[src/rtl/hp_pkg.sv]
package hp_pkg;
    typedef enum logic [1:0] {
        ST_IDLE  = 2'd0,
        ST_ISSUE = 2'd1,
        ST_HOLD  = 2'd2,
        ST_REARM = 2'd3
    } hp_state_e;

    localparam logic STYLE_SPLIT    = 1'b0;
    localparam logic STYLE_COMBINED = 1'b1;
endpackage

[src/rtl/hp_decode.sv]
module hp_decode (
    input  logic style_sel,
    input  logic cs_n,
    input  logic wr_rw,
    input  logic rd_ds,
    input  logic cap_read,
    output logic start_ok,
    output logic start_read,
    output logic release_hold,
    output logic rearm_ok
);
    // Pin meaning is chosen by the static style input.
    always_comb begin
        if (style_sel == 1'b0) begin
            // split: exactly one active-low strobe must be asserted
            start_ok     = !cs_n && (rd_ds ^ wr_rw);
            start_read   = !rd_ds;
            release_hold = cs_n || (cap_read ? rd_ds : wr_rw);
            rearm_ok     = cs_n;
        end else begin
            // combined: data strobe qualifies, direction line picks read
            start_ok     = !cs_n && !rd_ds;
            start_read   = wr_rw;
            release_hold = cs_n || rd_ds;
            rearm_ok     = 1'b1;
        end
    end
endmodule

[src/rtl/hp_fsm.sv]
module hp_fsm
    import hp_pkg::*;
(
    input  logic hclk,
    input  logic hrst_n,
    input  logic style_sel,
    input  logic serial_sel,
    input  logic start_ok,
    input  logic release_hold,
    input  logic rearm_ok,
    input  logic cap_read,
    input  logic bus_ack,
    output logic launch,
    output logic capture,
    output logic bus_req,
    output logic hs_oe,
    output logic drive_data
);
    hp_state_e state_q;
    hp_state_e state_d;

    always_ff @(posedge hclk or negedge hrst_n) begin
        if (!hrst_n) begin
            state_q <= ST_IDLE;
        end else begin
            state_q <= state_d;
        end
    end

    always_comb begin
        state_d = state_q;
        unique case (state_q)
            ST_IDLE: begin
                if (start_ok && !serial_sel) begin
                    state_d = ST_ISSUE;
                end
            end
            ST_ISSUE: begin
                if (bus_ack) begin
                    state_d = ST_HOLD;
                end
            end
            ST_HOLD: begin
                if (release_hold) begin
                    state_d = (style_sel == STYLE_COMBINED) ? ST_IDLE : ST_REARM;
                end
            end
            ST_REARM: begin
                if (rearm_ok) begin
                    state_d = ST_IDLE;
                end
            end
        endcase
    end

    always_comb begin
        launch     = 1'b0;
        capture    = 1'b0;
        bus_req    = 1'b0;
        hs_oe      = 1'b0;
        drive_data = 1'b0;
        unique case (state_q)
            ST_IDLE: begin
                launch = start_ok && !serial_sel;
            end
            ST_ISSUE: begin
                bus_req = 1'b1;
                capture = bus_ack;
                hs_oe   = (style_sel == STYLE_SPLIT) && !serial_sel;
            end
            ST_HOLD: begin
                hs_oe      = (style_sel == STYLE_COMBINED) && !serial_sel;
                drive_data = cap_read && !serial_sel;
            end
            ST_REARM: begin
                hs_oe = 1'b0;
            end
        endcase
    end
endmodule

[src/rtl/hp_lanes.sv]
module hp_lanes #(
    parameter int ADDR_W = 8,
    parameter int DATA_W = 16
) (
    input  logic              hclk,
    input  logic              hrst_n,
    input  logic              launch,
    input  logic              start_read,
    input  logic              wide_mode,
    input  logic [ADDR_W-1:0] addr,
    input  logic [DATA_W-1:0] data_in,
    input  logic              capture,
    input  logic [DATA_W-1:0] bus_rdata,
    input  logic              drive_data,
    output logic              cap_read,
    output logic [ADDR_W-1:0] bus_addr,
    output logic              bus_we,
    output logic [DATA_W-1:0] bus_wdata,
    output logic [DATA_W/8-1:0] bus_wmask,
    output logic [DATA_W-1:0] data_out,
    output logic [DATA_W/8-1:0] data_oe
);
    localparam int LANES = DATA_W / 8;

    logic [ADDR_W-1:0] addr_q;
    logic              read_q;
    logic [LANES-1:0]  lane_q;

    always_ff @(posedge hclk or negedge hrst_n) begin
        if (!hrst_n) begin
            addr_q <= '0;
            read_q <= 1'b0;
        end else if (launch) begin
            addr_q <= addr;
            read_q <= start_read;
        end
    end

    genvar g;
    generate
        for (g = 0; g < LANES; g++) begin : g_lane
            logic       lane_on;
            logic [7:0] wbyte_q;
            logic [7:0] rbyte_q;

            // lane 0 always takes part; upper lanes only in wide mode
            assign lane_on = (g == 0) || wide_mode;

            always_ff @(posedge hclk or negedge hrst_n) begin
                if (!hrst_n) begin
                    lane_q[g] <= 1'b0;
                    wbyte_q   <= '0;
                end else if (launch) begin
                    lane_q[g] <= lane_on;
                    wbyte_q   <= lane_on ? data_in[g*8 +: 8] : 8'h00;
                end
            end

            always_ff @(posedge hclk or negedge hrst_n) begin
                if (!hrst_n) begin
                    rbyte_q <= '0;
                end else if (capture) begin
                    rbyte_q <= lane_q[g] ? bus_rdata[g*8 +: 8] : 8'h00;
                end
            end

            assign bus_wdata[g*8 +: 8] = wbyte_q;
            assign data_oe[g]          = drive_data && lane_q[g];
            assign data_out[g*8 +: 8]  = (drive_data && lane_q[g]) ? rbyte_q : 8'h00;
        end
    endgenerate

    assign cap_read  = read_q;
    assign bus_addr  = addr_q;
    assign bus_we    = !read_q;
    assign bus_wmask = lane_q;
endmodule

[src/rtl/hostport_top.sv]
module hostport_top #(
    parameter int ADDR_W = 8,
    parameter int DATA_W = 16
) (
    input  logic                hclk,
    input  logic                hrst_n,
    input  logic                style_sel,
    input  logic                serial_sel,
    input  logic                wide_mode,
    input  logic                cs_n,
    input  logic [ADDR_W-1:0]   addr,
    input  logic                wr_rw,
    input  logic                rd_ds,
    input  logic [DATA_W-1:0]   data_in,
    output logic [DATA_W-1:0]   data_out,
    output logic [DATA_W/8-1:0] data_oe,
    output logic                hs_oe,
    output logic                bus_req,
    output logic                bus_we,
    output logic [ADDR_W-1:0]   bus_addr,
    output logic [DATA_W-1:0]   bus_wdata,
    output logic [DATA_W/8-1:0] bus_wmask,
    input  logic                bus_ack,
    input  logic [DATA_W-1:0]   bus_rdata
);
    logic start_ok;
    logic start_read;
    logic release_hold;
    logic rearm_ok;
    logic cap_read;
    logic launch;
    logic capture;
    logic drive_data;

    hp_decode u_decode (
        .style_sel    (style_sel),
        .cs_n         (cs_n),
        .wr_rw        (wr_rw),
        .rd_ds        (rd_ds),
        .cap_read     (cap_read),
        .start_ok     (start_ok),
        .start_read   (start_read),
        .release_hold (release_hold),
        .rearm_ok     (rearm_ok)
    );

    hp_fsm u_fsm (
        .hclk         (hclk),
        .hrst_n       (hrst_n),
        .style_sel    (style_sel),
        .serial_sel   (serial_sel),
        .start_ok     (start_ok),
        .release_hold (release_hold),
        .rearm_ok     (rearm_ok),
        .cap_read     (cap_read),
        .bus_ack      (bus_ack),
        .launch       (launch),
        .capture      (capture),
        .bus_req      (bus_req),
        .hs_oe        (hs_oe),
        .drive_data   (drive_data)
    );

    hp_lanes #(
        .ADDR_W (ADDR_W),
        .DATA_W (DATA_W)
    ) u_lanes (
        .hclk       (hclk),
        .hrst_n     (hrst_n),
        .launch     (launch),
        .start_read (start_read),
        .wide_mode  (wide_mode),
        .addr       (addr),
        .data_in    (data_in),
        .capture    (capture),
        .bus_rdata  (bus_rdata),
        .drive_data (drive_data),
        .cap_read   (cap_read),
        .bus_addr   (bus_addr),
        .bus_we     (bus_we),
        .bus_wdata  (bus_wdata),
        .bus_wmask  (bus_wmask),
        .data_out   (data_out),
        .data_oe    (data_oe)
    );
endmodule

[config.mk]
export PLATFORM = sky130hd
export DESIGN_NAME = hostport_top
export DESIGN_NICKNAME = d
export VERILOG_FILES = /design/src/rtl/hp_pkg.sv /design/src/rtl/hp_decode.sv /design/src/rtl/hp_fsm.sv /design/src/rtl/hp_lanes.sv /design/src/rtl/hostport_top.sv
export SDC_FILE = /design/constraint.sdc
export NUM_CORES = 1
export LEC_CHECK = 0
export BUFFER_PORTS_ARGS = -buffer_cell sky130_fd_sc_hd__buf_2
export CORE_MARGIN = 2
export CORE_UTILIZATION = 52
export CTS_BUF_LIST = sky130_fd_sc_hd__clkbuf_4
export DETAILED_ROUTE_END_ITERATION = 7
export GPL_TIMING_DRIVEN = 0
export PLACE_DENSITY = 0.87
export SLEW_MARGIN = 10
export SYNTH_ARGS = -nofsm -noshare
export SYNTH_HDL_FRONTEND = slang
export SYNTH_HIERARCHICAL = 1
export SYNTH_SLANG_ARGS = --single-unit
[constraint.sdc]
create_clock -name hclk -period 2.35 [get_ports hclk]
set_input_delay 0.235 -clock hclk [delete_from_list [all_inputs] [get_ports hclk]]
set_output_delay 0.235 -clock hclk [all_outputs]
set_load 0.03 [all_outputs]
After elaboration in Yosys (flattened, before gate mapping)
Index checks and enable logic that the tools add are counted.
{"block": "classes", "muxes": 21, "n_reduce_logical": 16, "n_bitwise": 2, "eq_ne": 7}
{"cell": "8-bit 2-to-1 mux", "count": 5}
{"cell": "2-bit 2-to-1 mux", "count": 5}
{"cell": "1-bit 2-to-1 mux", "count": 9}
{"cell": "1-bit logical AND", "count": 8}
{"cell": "2-bit case mux with 4 select lines", "count": 1}
{"cell": "2-bit inequality test, second input constant", "count": 3}
{"cell": "2-bit equality test, second input constant", "count": 2}
{"cell": "1-bit logical NOT", "count": 4}
{"cell": "4-bit AND reduction", "count": 1}
{"cell": "2-bit by 1-bit equality test with 1-bit output, second input constant", "count": 1}
{"cell": "2-bit logical NOT", "count": 1}
{"cell": "1-bit logical OR", "count": 2}
{"cell": "2-bit by 1-bit inequality test with 1-bit output, second input constant", "count": 1}
{"cell": "1-bit case mux with 2 select lines", "count": 1}
{"cell": "1-bit inverter", "count": 1}
{"cell": "1-bit XOR", "count": 1}
{"block": "totals", "elab_cells": 55, "output_inout_bits": 47, "reg_bits": 45}

Longest topological paths before layout
Gate-level depths: netlist of run 1.
{"block": "logic_depth", "depth_word": 6, "ltp_mapped": 8, "ltp_nobuf": 6}

Hierarchy
The synthesis of run 1 kept the hierarchy.
{"module": "hp_lanes", "seq_area_each_um2": 1076.0, "instances": 1, "cells_each": 165, "area_each_um2": 1850.5}
{"module": "hp_fsm", "seq_area_each_um2": 50.0, "instances": 1, "cells_each": 29, "area_each_um2": 229.0}
{"module": "hp_decode", "seq_area_each_um2": 0.0, "instances": 1, "cells_each": 9, "area_each_um2": 52.6}

Worst setup path after synthesis of run 1
OpenSTA, ideal clock, no wires.
{"block": "synth_path", "path_kind": "register to output", "startpoint": "reg u_fsm.state_q[0]", "endpoint": "out data_out[0]", "slack_ns": 0.637, "stages_incl_launch_ff": 7, "arrival_ns": 1.478, "cell_sequence": "dfrtp_1 inv_1 ha_1 nand2_1 nor2_1 buf_2 and3_1"}
{"block": "synth_between", "elab_chain_len": 4}
{"item": "start: declaration", "line": "hp_fsm.sv:19", "source": "hp_state_e state_q;"}
{"item": "start signal: assignment", "line": "hp_fsm.sv:26", "source": "state_q <= state_d;"}
{"item": "2-bit equality test", "line": "hp_fsm.sv:62", "source": "unique case (state_q)"}
{"item": "1-bit 2-to-1 mux", "line": "hp_fsm.sv:62"}
{"item": "net drive_data", "line": "hostport_top.sv:33", "source": "logic drive_data;"}
{"item": "1-bit logical AND", "line": "hp_lanes.sv:69", "source": "assign data_out[g*8 +: 8] = (drive_data && lane_q[g]) ? rbyte_q : 8'h00;"}
{"item": "8-bit 2-to-1 mux", "line": "hp_lanes.sv:69"}
{"item": "end: declaration", "line": "hostport_top.sv:15", "source": "output logic [DATA_W-1:0] data_out,"}
The timed path passes the listed nets, and every way through them passes these cells.

Worst setup path after layout of run 1
{"block": "layout_path", "startpoint": "reg u_fsm.state_q[0]", "endpoint": "out data_out[7]"}
The elaborated chain is that of the path after synthesis.

==> key figures, run 1 <==
Clocking
  – Clock Latency Late Sink: between 300 and 400 ps
  – Number of CTS-inserted buffers: 5
  – CTS H-tree lvls: 2
  – Clk slew on worst S/H paths: approximately 130 ps
  – Hold Buf Count CTS: 0
  – TritonCTS clock tree: done
  – Clock buffer depth: 2
  – Clock sink count: 45
  – Root Buffer: clkbuf_4

Routing
  – Routed Antenna Nets: 0
  – DRC viols: 0
  – Pre-Repair DR Iteration Count: 4
  – WL/cell: 13.4 µm
  – DR vias: 1789
  – DRT Wirelength: around 4700 µm
  – Iter 0 DRT Violations: approximately 130
  – Vias/cell: 5.04

Yosys
  – Synthesized area per cell: approximately 11 µm²
  – Async SR Flop Fraction: 1.00
  – Number of synthesized flops with an enable pin: 0
  – Top cells by count, synth: dfrtp_1, inv_1, o21ai_0, nand3_1, and3_1
  – Top-count cell post-synth: dfrtp_1
  – Post-synth top area cell: dfrtp_1
  – Largest cells by area after synthesis: dfrtp_1, mux2_4, o21ai_0
  – Distinct cells, synth: 26
  – Flops & latches, synth: 45
  – Ys Warns: 6
  – Syn nets: approximately 260
  – Post-synthesis sequential area ratio: 0.528
  – Syn Std Cell Area: approximately 0.0021 mm²
  – Primary FF master, synth: dfrtp_1
  – Area share of the largest cell type after synthesis: 0.528
  – Mapped Cells: around 200

Placed design
  – Placed Instances: around 350
  – Dpl hpwl: 3590 µm
  – IO Port Bufs: 94
  – RePlAce Congestion: about 0.77

Cells and area
  – Non-filler instance count after layout: ~360
  – Fillcell total: approximately 340
  – Multi-input logic area: 810 µm²
  – Antenna Cells: 0
  – Reg area: about 0.0011 mm²
  – Area delta synth->final: 28.1%
  – Share of layout cells above drive strength 1: 0.423
  – Final Util: 0.688
  – Layout Nets: 360

Global routing
  – GRT overflow: 0
  – Initial antenna violation count: 0
  – First-pass GRT wire length: just over 7000 µm
  – Number of global-route vias before repair: approximately 1.6k
  – Largest net degree at the start of global routing: 46
  – GRT Util Overall: 0.209

STA
  – Pins Over Slew Limit: 0
  – Final setup viols: 0
  – Rel. slew slack: 0.369
  – Worst-margin pin slew: 947 ps
  – WHS: ~6.4 ps
  – Post-route setup TNS: 0 ps
  – Final Hold Fails: 0
  – Final Skew: roughly 9.5 ps
  – RSZ-0062 raised after global routing: no
  – Fmax: around 460 MHz
  – Clock period minus worst slack: ~2200 ps
  – Fin crit share: 0.925

Worst setup path
  – Critical path arrival: between 1500 and 2000 ps
  – Crit Path Max Fanout: 10
  – Worst setup path class: reg2out
  – Crit start category: flip-flop
  – Crit end category: primary output
  – WP data required: ~2100 ps

Power and ir drop
  – Power Total: 3270 µW
  – Leakage: 0.00151 µW
  – Worst VDD drop: approximately 0.00068 V
  – Power Density: 1200 mW/mm²

Flow run
  – Max-cap violations: 0

Die
  – Starting Density: 0.537
  – Core ar.: 0.00397 mm²
  – Boundary pin count: between 90 and 100
  – Die span in y: slightly below 70 µm
  – DIE WIDTH: a little under 70 µm
  – Rows: 23
  – DIE AREA: between 0.004 and 0.005 mm²

Worst hold path
  – Hold Crit Class: in2async

Status
  – Outcome: finished clean
==> kinds of logic (layout without fill, tap and decap cells) <==
group	after synthesis	count (layout)	synth area share
buffers and inverters	44	146	0.0957
adder cells (fa/ha/maj)	6	6	0.0352
AO/OA/AOI/OAI	35	35	0.0915
multiplexers	17	17	0.109
flip-flops	45	45	0.528
AND/OR/NAND/NOR	56	56	0.140
==> worst paths after layout <==
path / from / end / slack, ps / cells past startpoint
setup / recovery: u_fsm/state_q[0] / data_out[7] / 180 / 7
hold / removal: hrst_n / u_lanes/g_lane[0].wbyte_q[1] / 6 / 1
setup reg to reg: u_fsm/state_q[0] / u_fsm/state_q[1] / 580 / 5
hold reg to reg: u_lanes/g_lane[0].wbyte_q[7] / u_lanes/g_lane[0].wbyte_q[7] / 520 / 1
max in group asynchronous: hrst_n / u_lanes/g_lane[0].rbyte_q[6] / 1740 / 1
min in group hclk: addr[2] / u_lanes/bus_addr[2] / 100 / 2
==> flip-flops by register name, indices dropped and copies added (netlist names) <==
signal / cells
u_lanes/g_lane.rbyte_q: 16
u_lanes/g_lane.wbyte_q: 16
u_lanes/bus_addr: 8
u_fsm/state_q: 2
u_lanes/bus_wmask: 2
u_lanes/cap_read: 1
==> report_power, final <==
part	switching [µW]	total [µW]	internal, µW
logic	1010	1590	575
clock network	239	347	108
registers	223	1340	1110
total	1470	3270	1800
==> through the flow <==
step | setup WS [ps] | area (µm²)
after floorplan | 637 | 2130
after global placement | 338 | 2670
after detailed placement | 293 | 2670
after CTS | 33.6 | 2720
after global routing | 77.6 | 2730
final | 176 | 2730
==> critical path: stages (launching register included) <==
cell and delay (ps):
dfrtp_1 450, inv_1 130, ha_1 210, nand2_1 110
nor2_4 150, clkbuf_4 190, and3_1 160, buf_2 190
==> placed cells by master, fill, tap and decap left out, drive strengths merged, types with 2 or more instances in the layout <==
cell and n:
nor2 4, o21ai 27, dfrtp 45, ha 6, and3 16, and2 3, nand3 24, nor3 2
buf 102, mux2 17, o21a 2, a31oi 2, clkbuf 9, or2 2, inv 33, nand2 4
==> metal layers <==
| metal | vias up | wire length (µm) | global-route usage |
|---|---|---|---|
| li1 | 881 | - | - |
| met1 | 848 | 2050 | 0.270 |
| met2 | 55 | 2380 | 0.336 |
| met3 | 5 | 259 | 0.0543 |
| met4 | 0 | 50 | 0.0800 |
| met5 | - | 0 | 0 |
==> layout make-up <==
cell class,instances,share of cell area
Tap cell,50,0.0229
Clock inverter,2,0.00412
Clock buffer,5,0.0137
Sequential cell,45,0.412
Inverter,33,0.0454
Multi-Input combinational cell,114,0.296
Timing Repair Buffer,95,0.175
Buffer,11,0.0302
==> repair_timing <==
action / CTS / global route
resized for setup: 1 / 2
gates cloned: 0 / 0
pin swaps: 0 / 1
hold endpoints to repair: 0 / 0
buffers inserted: 0 / 1
setup endpoints to repair: 10 / 10
No activity file was read; power rests on OpenSTA's default activity.
==> run 2: changes to the inputs <==
- BUFFER_PORTS_ARGS: -buffer_cell sky130_fd_sc_hd__buf_2 -> default
- CORE_UTILIZATION: 52 -> 55
- DONT_BUFFER_PORTS: default -> 1
- HOLD_SLACK_MARGIN: default -> 0.12
- PLACE_DENSITY: 0.87 -> 0.7
- SKIP_LAST_GASP: default -> 1
==> run 2 against run 1 <==
Compared with the run above:
- first-iteration DRC count increased by 11%
- clock-buffer cell count unchanged
- combinational power decreased by 42%
- via count decreased by 6.5%
- die area decreased by 5.1%
- critical endpoint is now data_out[0]
- setup slack got worse by 5.3 ps
- cell area decreased by 0.60%
- clock power decreased by 3%
- sequential power increased by 36%
- clock skew about the same
==> key figures, run 2 (synthesis results as in run 1) <==
Die
  – DIE WIDTH: 66.3 µm (-2.6%)
  – Die span in y: 66.3 µm (-2.6%)
  – Starting Density: 0.578 (+0.0412)
  – DIE AREA: 0.00439 mm² (-5.1%)
  – Boundary pin count: 96 (unchanged)
  – Core ar.: 0.00369 mm² (-7.1%)
  – Rows: 22 (-4.3%)

STA
  – Fmax: 459 MHz (-0.24%)
  – Rel. slew slack: 0.592 (+0.223)
  – Fin crit share: 0.927 (+0.00224)
  – Final Skew: 9.85 ps (+0.396 ps)
  – Pins Over Slew Limit: 0 (unchanged)
  – Final Hold Fails: 0 (unchanged)
  – Post-route setup TNS: 0 ps (unchanged)
  – Worst-margin pin slew: 613 ps (-335 ps)
  – Final setup viols: 0 (unchanged)
  – RSZ-0062 raised after global routing: no
  – Clock period minus worst slack: 2180 ps (+5.26 ps)

Worst setup path
  – Reg-to-reg endpoint: u_lanes/g_lane[0].rbyte_q[1]
  – Reg2Reg Depth: 5 (unchanged)
  – Reg2reg setup slack: 470 ps (-110 ps)
  – Crit end category: primary output
  – CP startpoint: u_fsm/state_q[0]
  – R2r startpoint: u_fsm/state_q[1]
  – WP data required: 2120 ps (about the same)
  – Largest stage delay, worst path: 460 ps (about the same)
  – Crit start category: flip-flop
  – Crit Path Max Fanout: 10 (unchanged)
  – Worst-path cell chain: inv_1, ha_1, nand2_1, nor2_4, buf_2, and3_2
  – Crit-path slowest cell: dfrtp_1
  – Worst setup path class: reg2out
  – Critical path arrival: 1940 ps (about the same)

Global routing
  – GRT overflow: 0 (unchanged)
  – Initial antenna violation count: 0 (unchanged)
  – First-pass GRT wire length: 8100 µm (+15%)
  – Number of global-route vias before repair: 1707 (+9.0%)
  – Largest net degree at the start of global routing: 46 (unchanged)
  – GRT Util Overall: 0.249 (+0.0401)

Worst hold path
  – WHS Path Cells: 2
  – Endpoint with the worst hold slack: u_fsm/state_q[0]
  – Hold Crit Start: serial_sel
  – Hold Crit Class: in2reg

Placed design
  – Dpl hpwl: 3110 µm (-13%)
  – RePlAce Congestion: 0.753 (-2.8%)
  – IO Port Bufs: 0 (-100%)

Routing
  – Pre-Repair DR Iteration Count: 4 (unchanged)
  – Routed Antenna Nets: 0 (unchanged)
  – Iter 0 DRT Violations: 147 (+11%)
  – Vias/cell: 5.50 (+9.2%)
  – WL/cell: 16.9 µm (+26%)
  – DRT Wirelength: 5130 µm (+8.2%)
  – DR vias: 1673 (-6.5%)
  – DRC viols: 0 (unchanged)

Flow run
  – Max-cap violations: 0 (unchanged)

Cells and area
  – Layout Nets: 309 (-14%)
  – Final Util: 0.736 (+0.0483)
  – Share of layout cells above drive strength 1: 0.176 (-0.246)
  – Area delta synth->final: 27.3%
  – Most frequent cells in the layout: dfrtp_1, dlygate4sd3_1, inv_1
  – Most common cell after layout, fill and taps aside: dfrtp_1

Status
  – Outcome: finished clean

Clocking
  – Root Buffer: clkbuf_4
  – Clock Latency Late Sink: 350 ps (about the same)
  – Number of CTS-inserted buffers: 5 (unchanged)
  – Clock sink count: 45 (unchanged)
  – Post-CTS Setup Bufs: 0 (unchanged)
  – Clock buffer depth: 2 (unchanged)
  – Clk slew on worst S/H paths: 130 ps (about the same)
  – TritonCTS clock tree: done
  – CTS H-tree lvls: 2 (unchanged)

Power and ir drop
  – Leakage: 0.00129 µW (-15%)
  – Power Density: 1130 mW/mm² (-5.5%)
  – Worst VDD drop: 0.000718 V (+5.8%)
## run 2: layer usage
layer	part of all wire	GRT usage	wire, µm
met4	0.016	0.0867	82
met2	0.53	0.436	2740
met5	0	0	0
met3	0.063	0.0630	324
met1	0.39	0.295	1990
## run 2: final cells by class
cell class,count,area [µm²]
Timing Repair Buffer,44,450
Tap cell,48,60.1
Buffer,11,80.1
Fill cell,288,973
Sequential cell,45,1130
Clock inverter,3,12.5
Antenna cell,1,2.50
Clock buffer,5,37.5
Inverter,33,124
Multi-Input combinational cell,114,822
## run 2: worst max-delay path by stage
stage / endpoint / slack, ps / cells past startpoint
CTS: data_out[7] / 10 / 6
global placement: data_out[7] / 370 / 6
finish: data_out[0] / 170 / 6
floorplan: data_out[0] / 640 / 6
detailed placement: data_out[7] / 290 / 6
global route: data_out[3] / 7 / 6
## run 2: critical path: cells and delay by family (launching register included)
kind | cells | cell delay [ps]
adder cells (fa/ha/maj) | 1 | 210
buffers and inverters | 2 | 330
flip-flops | 1 | 460
AND/OR/NAND/NOR | 3 | 590
## run 2: timing repair
item | CTS | global route
gates resized for setup | 1 | 11
endpoints found under the setup margin | 10 | 10
hold buffers | 44 | 0
endpoints found under the hold margin | 86 | 0
## run 2: power breakdown
part	leakage [µW]	internal, µW	total, µW	switching (µW)
Sequential	0.000564	1110	1820	708
Combinational	0.000691	427	918	491
Clock	0.0000301	109	338	230
Total	0.00129	1640	3070	1430
## run 2: per-stage QoR
stage	hold slack [ps]	worst slack [ps]	power, µW	cells	area [µm²]
after floorplan	-60.6	637	2430	203	2130
after detailed placement	-59.6	295	2640	251	2190
after global routing	274	7.08	3270	303	2710
after CTS	238	13.6	3060	303	2700
after global placement	-59.7	374	2580	251	2190
final	245	171	3070	304	2720
==> run 3: changes to the inputs <==
- PLACE_DENSITY: 0.7 -> 0.73
- clock period: 2.35 -> 1.98 ns (I/O delays scaled with it)
==> run 3 against run 2 <==
Compared with the run above:
- clock skew decreased by 0.52 ps
- highest routed layer unchanged
- sequential share of layout area down 2.3 points
- die area unchanged
- wire length grew 3.3%
- via count is 2.6% higher
- setup slack got worse by 99 ps
- largest power group unchanged
- first-iteration DRC count grew 29%
- sequential cell count stayed put
- final cell count increased by 0.99%
- hold slack got worse by 64 ps
- register-to-register slack got worse by 330 ps
==> key figures, run 3 (synthesis results as in run 1) <==
Clocking
  – Clock buffer depth: 2 (unchanged)
  – TritonCTS clock tree: done
  – CTS H-tree lvls: 2 (unchanged)
  – Clk slew on worst S/H paths: 130 ps (about the same)
  – Root Buffer: clkbuf_4
  – Clock Latency Late Sink: 370 ps (+20 ps)
  – Number of CTS-inserted buffers: 5 (unchanged)
  – Clock sink count: 45 (unchanged)

Cells and area
  – Most frequent cells in the layout: dfrtp_1, dlygate4sd3_1, inv_1
  – Post-route cell area: 0.00288 mm² (+5.9%)
  – Area delta synth->final: 34.9%
  – Layout Nets: 313 (+1.3%)
  – Antenna Cells: 0 (-1)
  – Share of layout cells above drive strength 1: 0.232 (+0.0552)
  – Most common cell after layout, fill and taps aside: dfrtp_1

Placed design
  – IO Port Bufs: 0 (unchanged)
  – RePlAce Congestion: 0.692 (-8.2%)
  – Area post-placement: 0.00219 mm² (unchanged)
  – Dpl hpwl: 3240 µm (+4.2%)
  – Pre-CTS setup slack: -33.8 ps (-328 ps)

Die
  – Boundary pin count: 96 (unchanged)
  – Rows: 22 (unchanged)
  – Core ar.: 0.00369 mm² (unchanged)
  – Die span in y: 66.3 µm (unchanged)
  – DIE WIDTH: 66.3 µm (unchanged)
  – Starting Density: 0.578 (unchanged)
  – DIE AREA: 0.00439 mm² (unchanged)

Power and ir drop
  – Switching Fraction: 0.440 (-0.0246)
  – Power Density: 1420 mW/mm² (+25%)
  – Internal power: 2280 µW (+39%)
  – Leakage: 0.00132 µW (+2.9%)
  – Comb pwr share: 0.296 (-0.003)
  – Reg power frac: 0.532 (-0.059)
  – Power Total: 4080 µW (+33%)
  – Net Sw Power: 1800 µW (+26%)
  – Clock power share: 0.172 (+0.062)
  – Worst VDD drop: 0.000834 V (+16%)

Routing
  – Pre-Repair DR Iteration Count: 4 (unchanged)
  – DRT Wirelength: 5300 µm (+3.3%)
  – Iter 0 DRT Violations: 189 (+29%)
  – Vias/cell: 5.59 (+1.6%)
  – WL/cell: 17.3 µm (+2.3%)
  – DR vias: 1717 (+2.6%)
  – DRC viols: 0 (unchanged)
  – Routed Antenna Nets: 0 (unchanged)

STA
  – Final Hold Fails: 0 (unchanged)
  – Final worst slack: 71.3 ps (-99.3 ps)
  – Rel. slew slack: 0.639 (+0.0475)
  – Clock period minus worst slack: 1910 ps
  – RSZ-0062 raised after global routing: yes
  – Final Skew: 9.33 ps (-0.525 ps)
  – Worst-margin pin slew: 541 ps (-71.2 ps)
  – Pins Over Slew Limit: 0 (unchanged)
  – Final setup viols: 0 (unchanged)
  – Fin crit share: 0.964
  – Fmax: ~520 MHz

Flow run
  – Max-cap violations: 0 (unchanged)

Worst setup path
  – Crit end category: primary output
  – Crit start category: flip-flop
  – WP data required: 1780 ps (-340 ps)
  – Crit Path Max Fanout: 6 (-4)
  – Critical path arrival: 1710 ps (-230 ps)
  – Worst setup path class: reg2out

Worst hold path
  – Hold Crit Class: in2reg

Global routing
  – Number of global-route vias before repair: 1794 (+5.1%)
  – GRT Util Overall: 0.258 (+0.00866)
  – GRT overflow: 0 (unchanged)
  – Initial antenna violation count: 0 (unchanged)
  – First-pass GRT wire length: 8390 µm (+3.6%)
  – Largest net degree at the start of global routing: 46 (unchanged)

Status
  – Outcome: finished clean
run 3: metal layers:
| layer | routed length [µm] | up-vias | GRT usage |
|---|---|---|---|
| li1 | - | 790 | - |
| met1 | 2040 | 839 | 0.294 |
| met2 | 2750 | 74 | 0.445 |
| met3 | 386 | 14 | 0.0801 |
| met4 | 124 | 0 | 0.105 |
| met5 | 0 | - | 0 |
run 3: repair_timing:
item                                    CTS  global route
setup buffers                             2             0
hold endpoints to repair                 86             0
endpoints found under the setup margin   19            22
hold buffers                             44             0
gates resized for setup                  29             8
pin swaps                                 1             1
cloned                                    2             0
run 3: final timing paths:
path	to	cells after the start	slack (ps)	startpoint
setup / recovery	data_out[7]	6	70	u_fsm/state_q[0]
hold / removal	u_fsm/state_q[0]	2	180	serial_sel
setup reg to reg	u_lanes/g_lane[0].rbyte_q[0]	6	140	u_fsm/state_q[1]
hold reg to reg	u_lanes/g_lane[0].rbyte_q[6]	2	560	u_lanes/g_lane[0].rbyte_q[6]
max in group asynchronous	u_lanes/g_lane[1].rbyte_q[0]	2	1450	hrst_n
min in group asynchronous	u_lanes/g_lane[1].wbyte_q[2]	2	330	hrst_n
run 3: power by group through the flow:
stage,registers [µW],clock network [µW],logic [µW]
detailed placement,2170,0,970
global route,2220,760,1320
finish,2170,703,1210
floorplan,2070,0,813
CTS,2160,723,1160
global placement,2150,0,906
run 3: critical path, cell delays in order (launching register included):
cell     delay [ps]
dfrtp_1         420
inv_2           100
ha_4            150
nand2_2          90
nor2_4          200
buf_6           150
and3_4          240
run 3: layout make-up:
class	count	area, µm²
Buffer	11	87.6
Clock inverter	3	68.8
Clock buffer	5	37.5
Tap cell	48	60.1
Fill cell	244	813
Inverter	33	124
Timing Repair Buffer	47	484
Sequential cell	45	1130
Multi-Input combinational cell	115	887
run 3: metrics by stage:
step / hold WS [ps] / setup TNS [ps] / util / instances
floorplan: -97.6 / 0 / - / 203
global placement: -96.7 / 0 / 0.594 / 251
detailed placement: -96.5 / -207 / 0.594 / 251
CTS: 164 / 0 / 0.774 / 307
global route: 200 / -34.2 / 0.780 / 307
finish: 181 / 0 / 0.780 / 307
